File: src/rtl/gpio_ctrl_pkg.sv
package gpio_ctrl_pkg;
  // Byte offsets of the register map
  localparam int unsigned OFS_STATUS   = 'h00;
  localparam int unsigned OFS_TOP_EN   = 'h04;
  localparam int unsigned OFS_DIN      = 'h40;
  localparam int unsigned OFS_DOUT     = 'h44;
  localparam int unsigned OFS_OE       = 'h48;
  localparam int unsigned OFS_LVL_POL  = 'h50;
  localparam int unsigned OFS_LVL_MSK  = 'h54;
  localparam int unsigned OFS_EVT      = 'h58;
  localparam int unsigned OFS_EVT_MSK  = 'h5C;
  localparam int unsigned OFS_EDGE_POL = 'h64;
endpackage

File: src/rtl/gpio_in_sync.sv
module gpio_in_sync #(
  parameter int W      = 32,
  parameter int STAGES = 2
) (
  input  logic         clk,
  input  logic         rst_n,
  input  logic [W-1:0] async_in,
  output logic [W-1:0] sync_out
);
  logic [W-1:0] chain_q [STAGES];

  generate
    for (genvar s = 0; s < STAGES; s++) begin : g_stage
      if (s == 0) begin : g_first
        always_ff @(posedge clk or negedge rst_n)
          if (!rst_n) chain_q[s] <= '0;
          else        chain_q[s] <= async_in;
      end else begin : g_next
        always_ff @(posedge clk or negedge rst_n)
          if (!rst_n) chain_q[s] <= '0;
          else        chain_q[s] <= chain_q[s-1];
      end
    end
  endgenerate

  assign sync_out = chain_q[STAGES-1];
endmodule

File: src/rtl/gpio_edge_events.sv
module gpio_edge_events #(
  parameter int W = 32
) (
  input  logic         clk,
  input  logic         rst_n,
  input  logic [W-1:0] smp,
  input  logic [W-1:0] fall_sel,
  input  logic         clr_we,
  input  logic [W-1:0] clr_mask,
  output logic [W-1:0] evt_q
);
  logic [W-1:0] prev_q;
  logic [W-1:0] hit;
  logic [W-1:0] clr_bits;

  // A changed bit whose new value differs from the select is the chosen edge
  assign hit      = (smp ^ prev_q) & (smp ^ fall_sel);
  assign clr_bits = clr_we ? clr_mask : '0;

  always_ff @(posedge clk or negedge rst_n)
    if (!rst_n) begin
      prev_q <= '0;
      evt_q  <= '0;
    end else begin
      prev_q <= smp;
      evt_q  <= (evt_q & ~clr_bits) | hit;  // set beats clear
    end

  // a bit only drops when a clear write addressed it
  a_r6_only_w1c_clears: assert property (@(posedge clk) disable iff (!rst_n)
    1'b1 |=> ((($past(evt_q) & ~evt_q) & ~$past(clr_bits)) == '0));

  generate
    for (genvar i = 0; i < W; i++) begin : g_chk
      // a selected edge on the sampled input is latched
      a_r5_edge_latches: assert property (@(posedge clk) disable iff (!rst_n)
        (($rose(smp[i]) && !fall_sel[i]) || ($fell(smp[i]) && fall_sel[i]))
        |=> evt_q[i]);
    end
  endgenerate
endmodule

File: src/rtl/gpio_irq_merge.sv
module gpio_irq_merge #(
  parameter int W = 32
) (
  input  logic [W-1:0] smp,
  input  logic [W-1:0] lvl_pol,
  input  logic [W-1:0] lvl_msk,
  input  logic [W-1:0] evt,
  input  logic [W-1:0] evt_msk,
  input  logic         top_en,
  output logic         summary,
  output logic         irq
);
  logic [W-1:0] lvl_req;
  logic [W-1:0] edge_req;

  assign lvl_req  = (smp ^ lvl_pol) & lvl_msk;
  assign edge_req = evt & evt_msk;
  assign summary  = |(lvl_req | edge_req);
  assign irq      = summary & top_en;
endmodule

File: src/rtl/gpio_irq_ctrl.sv
module gpio_irq_ctrl
  import gpio_ctrl_pkg::*;
#(
  parameter int NUM_PINS    = 32,
  parameter int ADDR_W      = 8,
  parameter int DATA_W      = 32,
  parameter int SYNC_STAGES = 2
) (
  input  logic                clk,
  input  logic                rst_n,
  input  logic                bus_wr_en,
  input  logic                bus_rd_en,
  input  logic [ADDR_W-1:0]   bus_addr,
  input  logic [DATA_W-1:0]   bus_wdata,
  output logic [DATA_W-1:0]   bus_rdata,
  input  logic [NUM_PINS-1:0] pin_in,
  output logic [NUM_PINS-1:0] pin_out,
  output logic [NUM_PINS-1:0] pin_oe,
  output logic                irq_out
);
  localparam logic [ADDR_W-1:0] A_STATUS   = ADDR_W'(OFS_STATUS);
  localparam logic [ADDR_W-1:0] A_TOP_EN   = ADDR_W'(OFS_TOP_EN);
  localparam logic [ADDR_W-1:0] A_DIN      = ADDR_W'(OFS_DIN);
  localparam logic [ADDR_W-1:0] A_DOUT     = ADDR_W'(OFS_DOUT);
  localparam logic [ADDR_W-1:0] A_OE       = ADDR_W'(OFS_OE);
  localparam logic [ADDR_W-1:0] A_LVL_POL  = ADDR_W'(OFS_LVL_POL);
  localparam logic [ADDR_W-1:0] A_LVL_MSK  = ADDR_W'(OFS_LVL_MSK);
  localparam logic [ADDR_W-1:0] A_EVT      = ADDR_W'(OFS_EVT);
  localparam logic [ADDR_W-1:0] A_EVT_MSK  = ADDR_W'(OFS_EVT_MSK);
  localparam logic [ADDR_W-1:0] A_EDGE_POL = ADDR_W'(OFS_EDGE_POL);

  logic [NUM_PINS-1:0] wbits;
  logic [NUM_PINS-1:0] dout_q, oe_q, lpol_q, lmsk_q, emsk_q, epol_q;
  logic                top_en_q;
  logic [NUM_PINS-1:0] smp, evt;
  logic                summary;
  logic [DATA_W-1:0]   rd_mux;

  assign wbits = bus_wdata[NUM_PINS-1:0];

  function automatic logic wr_at(input logic [ADDR_W-1:0] a);
    return bus_wr_en && (bus_addr == a);
  endfunction

  always_ff @(posedge clk or negedge rst_n)
    if (!rst_n) begin
      dout_q   <= '0;
      oe_q     <= '0;
      lpol_q   <= '0;
      lmsk_q   <= '0;
      emsk_q   <= '0;
      epol_q   <= '0;
      top_en_q <= 1'b0;
    end else begin
      if (wr_at(A_DOUT))     dout_q   <= wbits;
      if (wr_at(A_OE))       oe_q     <= wbits;
      if (wr_at(A_LVL_POL))  lpol_q   <= wbits;
      if (wr_at(A_LVL_MSK))  lmsk_q   <= wbits;
      if (wr_at(A_EVT_MSK))  emsk_q   <= wbits;
      if (wr_at(A_EDGE_POL)) epol_q   <= wbits;
      if (wr_at(A_TOP_EN))   top_en_q <= bus_wdata[0];
    end

  gpio_in_sync #(.W(NUM_PINS), .STAGES(SYNC_STAGES)) u_sync (
    .clk      (clk),
    .rst_n    (rst_n),
    .async_in (pin_in),
    .sync_out (smp)
  );

  gpio_edge_events #(.W(NUM_PINS)) u_events (
    .clk      (clk),
    .rst_n    (rst_n),
    .smp      (smp),
    .fall_sel (epol_q),
    .clr_we   (wr_at(A_EVT)),
    .clr_mask (wbits),
    .evt_q    (evt)
  );

  gpio_irq_merge #(.W(NUM_PINS)) u_merge (
    .smp     (smp),
    .lvl_pol (lpol_q),
    .lvl_msk (lmsk_q),
    .evt     (evt),
    .evt_msk (emsk_q),
    .top_en  (top_en_q),
    .summary (summary),
    .irq     (irq_out)
  );

  always_comb begin
    rd_mux = '0;
    case (bus_addr)
      A_STATUS:   rd_mux = DATA_W'(summary);
      A_TOP_EN:   rd_mux = DATA_W'(top_en_q);
      A_DIN:      rd_mux = DATA_W'(smp);
      A_DOUT:     rd_mux = DATA_W'(dout_q);
      A_OE:       rd_mux = DATA_W'(oe_q);
      A_LVL_POL:  rd_mux = DATA_W'(lpol_q);
      A_LVL_MSK:  rd_mux = DATA_W'(lmsk_q);
      A_EVT:      rd_mux = DATA_W'(evt);
      A_EVT_MSK:  rd_mux = DATA_W'(emsk_q);
      A_EDGE_POL: rd_mux = DATA_W'(epol_q);
      default:    rd_mux = '0;
    endcase
  end

  always_ff @(posedge clk or negedge rst_n)
    if (!rst_n)         bus_rdata <= '0;
    else if (bus_rd_en) bus_rdata <= rd_mux;

  assign pin_out = dout_q;
  assign pin_oe  = oe_q;

  // the line never rises while the top-level enable is off
  a_r9_irq_needs_enable: assert property (@(posedge clk) disable iff (!rst_n)
    irq_out |-> top_en_q);

  // enables move only on a write to their own offset
  a_r2_oe_holds: assert property (@(posedge clk) disable iff (!rst_n)
    !(bus_wr_en && bus_addr == A_OE) |=> $stable(pin_oe));
endmodule

File: config.mk
export PLATFORM = sky130hd
export DESIGN_NAME = gpio_irq_ctrl
export DESIGN_NICKNAME = d
export VERILOG_FILES = /design/src/rtl/gpio_ctrl_pkg.sv /design/src/rtl/gpio_in_sync.sv /design/src/rtl/gpio_edge_events.sv /design/src/rtl/gpio_irq_merge.sv /design/src/rtl/gpio_irq_ctrl.sv
export SDC_FILE = /design/constraint.sdc
export NUM_CORES = 1
export LEC_CHECK = 0
export BUFFER_PORTS_ARGS = -buffer_cell sky130_fd_sc_hd__buf_2
export CORE_ASPECT_RATIO = 1.1
export CORE_MARGIN = 4
export CORE_UTILIZATION = 25
export CTS_CLUSTER_DIAMETER = 120
export CTS_CLUSTER_SIZE = 20
export DETAILED_ROUTE_END_ITERATION = 10
export SETUP_SLACK_MARGIN = 0.15
export SLEW_MARGIN = 10
export SYNTH_ARGS = -nofsm -noshare
export SYNTH_HDL_FRONTEND = slang
export SYNTH_SLANG_ARGS = --single-unit
File: constraint.sdc
create_clock -name clk -period 3.4 [get_ports clk]
set_clock_uncertainty 0.2 [all_clocks]
set_input_delay 0.68 -clock clk [delete_from_list [all_inputs] [get_ports clk]]
set_output_delay 0.68 -clock clk [all_outputs]
set_load 0.03 [all_outputs]
==> out/qor.csv, run 1 <==
metric;value;unit
cts.sinks;353;
placed_area;0.0173;sq mm
syn_area_per_cell;12.7;sq um
ys.flop_type;dfrtp_1;
grt_overflow;0;
outcome;complete, no violations;
synth_edf_count;0;
rows;94;
async_reset_ff_frac;1.00;
cts-htree-levels;1;
crit_path_max_fanout;2;
place_congestion;0.903;
ys_warn_count;0;
cts_root_buffer;clkbuf_16;
p_leak;0.00857;uW
syn_inst;1198;
syn2layout_area_growth;18.2;%
drive_above_1_share;0.346;
period_share;0.946;
arrival;2.34;ns
r2r_setup_slack;1.31;ns
critPathLaunchType;flop;
criticalPathCategory;flop to output port;
hold_viol_final;0;
io_buffers;172;
grt_pass1_vias;11300;
clock_path_buffers;3;
fin_ws;0.184;ns
slew_headroom;0.480;
synth.ff_latch_count;353;
setup-violations-final;0;
yosysUniqueCellTypes;52;
setup_tns;0;ns
hold_path.class;primary input to flop;
peakVddDrop;0.280;mV
syn_nets;1274;
antenna_found_initial;5;
power_density;433;mW/mm^2
final_nets;1471;
yosysSeqAreaShare;0.580;
cts_tree;built;
finalPower;7790;uW
detail-route-antenna-nets;0;
drcViolationCount;0;
drv_cap;0;
hpwl;37700;um
clk_pin_slew;0.09;ns
synth_area_leaders;dfrtp_1 58%, mux2_2 13%, mux2i_1 3.1%, mux2_4 3.0%, nand2_1 3.0%;
yosysTopAreaCell;dfrtp_1;
die_x;243;um
synth.most_common_cell;dfrtp_1;
drv_slew;0;
synth_common_cells;353 x dfrtp_1, 170 x mux2_2, 120 x nand2_1;
first_iter_violations;725;
clkLatencyLatePin;0.54;ns
max_freq;311;MHz
stdcell_area;0.0180;sq mm
floorplan.initialDensity;0.253;
first_pass_iters;6;
wl_per_cell;23.0;um
coreArea;0.0601;sq mm
grt_setup_unrepaired;yes;
netlist_area;0.0152;sq mm
die_h;267;um
grt_max_degree;84;
tightest_slew;0.779;ns
dpl_worst_slack;0.387;ns
grt_first_pass_wirelength;75900;um
endpoint_kind;output port;
period_minus_slack;3.22;ns
holdWs;0.0377;ns
grtUsageTotal;0.154;
cts_made_buffers;21;
die_area;0.0649;sq mm
routed_via_density;4.83;
required;2.52;ns
vias;10700;
routed_wirelength;51000;um
nFillCells;6136;
pin_count;173;
yosysTopAreaCellShare;0.580;
==> worst max-delay path, stage by stage, from the launching register on <==
cell	delay, ns
dfrtp_1	0.42
xor2_2	0.20
a22oi_2	0.30
nand4_1	0.15
a211oi_2	0.22
nand4_1	0.16
and2_4	0.20
buf_6	0.14
==> layout make-up <==
cell class / instances / area (sq um) / area share
Antenna cell: 3 / 7.51 / 0.000417
Clock buffer: 21 / 526 / 0.0292
Clock inverter: 1 / 8.76 / 0.000487
Inverter: 5 / 18.8 / 0.00104
Multi-Input combinational cell: 782 / 6140 / 0.341
Sequential cell: 353 / 8840 / 0.491
Tap cell: 816 / 1020 / 0.0567
Timing Repair Buffer: 232 / 1430 / 0.0795
==> metrics by stage <==
stage	cells	util
after global placement	2182	0.289
after global routing	2210	0.299
after detailed placement	2182	0.289
after floorplan	1198	-
final	2213	0.299
after CTS	2209	0.299
==> flip-flops by register name (all words and copies together), names as in the netlist <==
register	cells
emsk_q	32
bus_rdata	32
pin_out	32
epol_q	32
u_events.evt_q	32
lpol_q	32
u_sync.sync_out	32
u_events.prev_q	32
u_sync.chain_q	32
lmsk_q	32
pin_oe	32
top_en_q	1
==> repair_timing <==
action | 4_1_cts | 5_1_grt
gates resized for setup | 10 | 5
endpoints found under the hold margin | 10 | 0
pin swaps | 7 | 3
setup endpoints to repair | 1 | 1
setup buffers | 4 | 1
hold buffers | 1 | 0
==> report_power, final <==
part	switching [uW]	internal, uW
Combinational	477	297
Clock	1380	1110
Sequential	168	4360
Total	2020	5770
==> kinds of logic (layout without fill, tap and decap cells) <==
group           count (synthesis)  after routing  synth area share
compound gates                265            265             0.121
simple gates                  233            233            0.0701
xor+xnor                       32             32            0.0184
other cells                     0              3                 0
buf+inv                        63            259            0.0199
flops                         353            353             0.580
mux                           252            252             0.190
==> layout by cell type (no fill, tap or decap), types with 30 or more instances in the layout <==
cell     Yosys  layout
a21o_1      53      53
a21oi_1     33      33
a22oi_1     53      48
buf_2       32     170
buf_4        1      51
dfrtp_1    353     349
mux2_2     170     170
mux2_4      30      30
mux2i_1     47      47
nand2_1    120     119
nor2_1      64      63
o21ai_0     43      43
xor2_1      32      31
==> path summary, 6_finish.rpt <==
check / start / endpoint / depth (start not counted)
min in group asynchronous: rst_n / u_sync.chain_q[59] / 2
worst max-delay path: lpol_q[8] / irq_out / 7
worst max register to register: lpol_q[8] / bus_rdata[0] / 6
worst min-delay path: pin_in[19] / u_sync.chain_q[51] / 1
worst min register to register: u_sync.chain_q[33] / u_sync.sync_out[1] / 0
max in group asynchronous: rst_n / u_sync.sync_out[29] / 3
==> routing by layer <==
layer | vias to the layer above | GRT usage | wire (um) | part of all wire
li1 | 4722 | - | - | -
met1 | 5551 | 0.206 | 22400 | 0.44
met2 | 339 | 0.252 | 24000 | 0.47
met3 | 71 | 0.0295 | 3070 | 0.060
met4 | 4 | 0.0491 | 1500 | 0.029
met5 | - | 0 | 27 | 0.00053
No activity file was read; power rests on OpenSTA's default activity.
==> run 2: changes to the inputs <==
==> constraint.sdc (replaced) <==
create_clock -name clk -period 3.4 [get_ports clk]
set_clock_uncertainty 0.2 [all_clocks]
set_input_delay 0.68 -clock clk [delete_from_list [all_inputs] [get_ports clk]]
set_output_delay 0.68 -clock clk [all_outputs]
set_load 0.01 [all_outputs]
==> run 2 against run 1 <==
Against the previous run: combinational power fell by 9.9%; sequential share of layout area increased by 0.24 points; worst hold slack about the same; cell count shrank 0.32%; wire length is 0.27% higher; critical path type unchanged; largest cell class unchanged.
==> out/qor.csv, run 2 (synthesis gave the netlist of run 1 again) <==
metric;value;unit;change
path_delay_family;simple AND/OR/NAND/NOR gates;;was compound AO/OA/AOI/OAI gates
hold_path.class;primary input to flop;;unchanged
cts_root_buffer;clkbuf_16;;unchanged
tightest_slew;0.918;ns;was 0.779 ns
slowest_stage;dfrtp_2;;was dfrtp_1
cts-htree-levels;1;;unchanged
outcome;complete, no violations;;unchanged
grt_first_pass_wirelength;76000;um;was 75,900 um
p_leak;0.00853;uW;was 0.00857 uW
grt_max_degree;87;;was 84
max_freq;305;MHz;was 311 MHz
crit_buf_inv;1;;unchanged
swShare;0.255;;was 0.260
p_sw;1980;uW;was 2020 uW
clkLatencyLatePin;0.55;ns;was 0.54 ns
critPathLaunchType;flop;;unchanged
wl_per_cell;23.2;um;was 23.0 um
grtUsageTotal;0.153;;was 0.154
grt_overflow;0;;unchanged
endpoint_kind;output port;;unchanged
nFillCells;6143;;was 6,136
peakVddDrop;0.310;mV;was 0.280 mV
cts_tree;built;;unchanged
combPwrFrac;0.090;;was 0.099
dpl_worst_slack;0.503;ns;was 0.387 ns
clock_path_buffers;3;;unchanged
setup-violations-final;0;;unchanged
drv_slew;0;;unchanged
path_cells;xor2_1 -> a22oi_1 -> nand4_1 -> nor2_1 -> nand4_1 -> and2_4 -> buf_2;;was xor2_2 -> a22oi_2 -> nand4_1 -> a211oi_2 -> nand4_1 -> and2_4 -> buf_6
clk_pin_slew;0.09;ns;about the same
drv_cap;0;;unchanged
mostFrequentLayoutCell;dfrtp_1;;unchanged
power_density;432;mW/mm^2;was 433 mW/mm^2
crit_path_max_fanout;5;;was 2
io_buffers;172;;unchanged
cp_slowest_stage_delay;0.46;ns;was 0.42 ns
drcViolationCount;0;;unchanged
criticalPathCategory;flop to output port;;unchanged
fin_ws;0.122;ns;was 0.184 ns
detail-route-antenna-nets;0;;unchanged
antenna_found_initial;6;;was 5
die_h;267;um;unchanged
routed_wirelength;51100;um;was 51,000 um
final_nets;1464;;was 1,471
period_share;0.964;;was 0.946
die_x;243;um;unchanged
cts_made_buffers;21;;unchanged
seq_power_share;0.586;;was 0.581
place_congestion;0.906;;was 0.903
routed_via_density;4.85;;was 4.83
setup_tns;0;ns;unchanged
period_minus_slack;3.28;ns;was 3.22 ns
hold_viol_final;0;;unchanged
finalPower;7740;uW;was 7790 uW
power_frac_clock;0.323;;was 0.319
floorplan.initialDensity;0.253;;unchanged
stdcell_area;0.0179;sq mm;was 0.0180 sq mm
required;2.52;ns;about the same
layout_common_cells;348 x dfrtp_1, 171 x buf_2, 170 x mux2_2;;was 349 x dfrtp_1, 170 x mux2_2, 170 x buf_2
die_area;0.0649;sq mm;unchanged
placed_area;0.0173;sq mm;about the same
vias;10700;;about the same
first_iter_violations;951;;was 725
cts_setup_buffers;0;;was 4
pin_count;173;;unchanged
fin_util;0.298;;was 0.299
cts.sinks;353;;unchanged
slew_headroom;0.387;;was 0.480
timing.critical_path.mode_cell;nand4_1;;unchanged
rows;94;;unchanged
first_pass_iters;7;;was 6
hpwl;37700;um;about the same
coreArea;0.0601;sq mm;unchanged
drive_above_1_share;0.343;;was 0.346
grt_pass1_vias;11200;;was 11,300
internal_power;5760;uW;was 5770 uW
arrival;2.40;ns;was 2.34 ns
syn2layout_area_growth;17.6;%;was 18.2%
grt_setup_unrepaired;yes;;unchanged
-- run 2: changes by cell type in the layout (fill, tap and decap cells not counted), sizes merged --
| cell | change |
|---|---|
| buf | -7 |
-- run 2: power by group through the flow --
stage	logic, uW	clock network, uW	registers (uW)
2_1_floorplan	324	0	4570
3_3_place_gp	684	0	4610
3_5_place_dp	694	0	4620
4_1_cts	704	2600	4540
5_1_grt	763	2730	4560
6_report	697	2500	4540
-- run 2: worst reg2reg max path, delay by kind of cell, from the launching register on --
family          cells  cell delay [ns]
compound gates      2             0.61
xor+xnor            1             0.24
flops               1             0.46
simple gates        3             0.54
-- run 2: final timing paths --
check | start | endpoint | slack [ns] | cells after the start
worst max register to register | u_sync.sync_out[3] | bus_rdata[0] | 1.24 | 6
worst min register to register | u_sync.chain_q[35] | u_sync.sync_out[3] | 0.15 | 0
max in group asynchronous | rst_n | bus_rdata[2] | 1.52 | 3
worst min-delay path | pin_in[27] | u_sync.chain_q[59] | 0.04 | 1
min in group asynchronous | rst_n | u_sync.chain_q[59] | 0.49 | 2
worst max-delay path | u_sync.sync_out[3] | irq_out | 0.12 | 7
-- run 2: final cells by class --
cell class / count / area, sq um / share of cell area
tap: 816 / 1020 / 0.0570
clock inverter: 1 / 8.76 / 0.000489
clock buffer: 21 / 526 / 0.0293
inverter: 5 / 18.8 / 0.00105
antenna: 3 / 7.51 / 0.000419
multi-input combinational: 782 / 6140 / 0.343
timing repair buffer: 225 / 1350 / 0.0752
sequential: 353 / 8840 / 0.494
-- run 2: what timing repair did --
| action | in CTS | in global routing |
|---|---|---|
| hold buffers | 1 | 0 |
| endpoints found under the setup margin | 1 | 1 |
| gates resized for setup | 11 | 3 |
| hold endpoints to repair | 67 | 0 |
| pin swaps | 7 | 1 |
-- run 2: per-layer routing --
layer | vias up | share of wire | global-route usage
li1 | 4725 | - | -
met1 | 5584 | 0.45 | 0.211
met2 | 327 | 0.47 | 0.251
met3 | 60 | 0.056 | 0.0267
met4 | 6 | 0.024 | 0.0429
met5 | - | 0.00080 | 0
-- run 2: through the flow --
step,hold WS (ns),instances
CTS,0.0188,2203
finish,0.0374,2206
detailed placement,0.135,2180
global placement,0.134,2180
global route,0.0237,2203
floorplan,0.131,1198
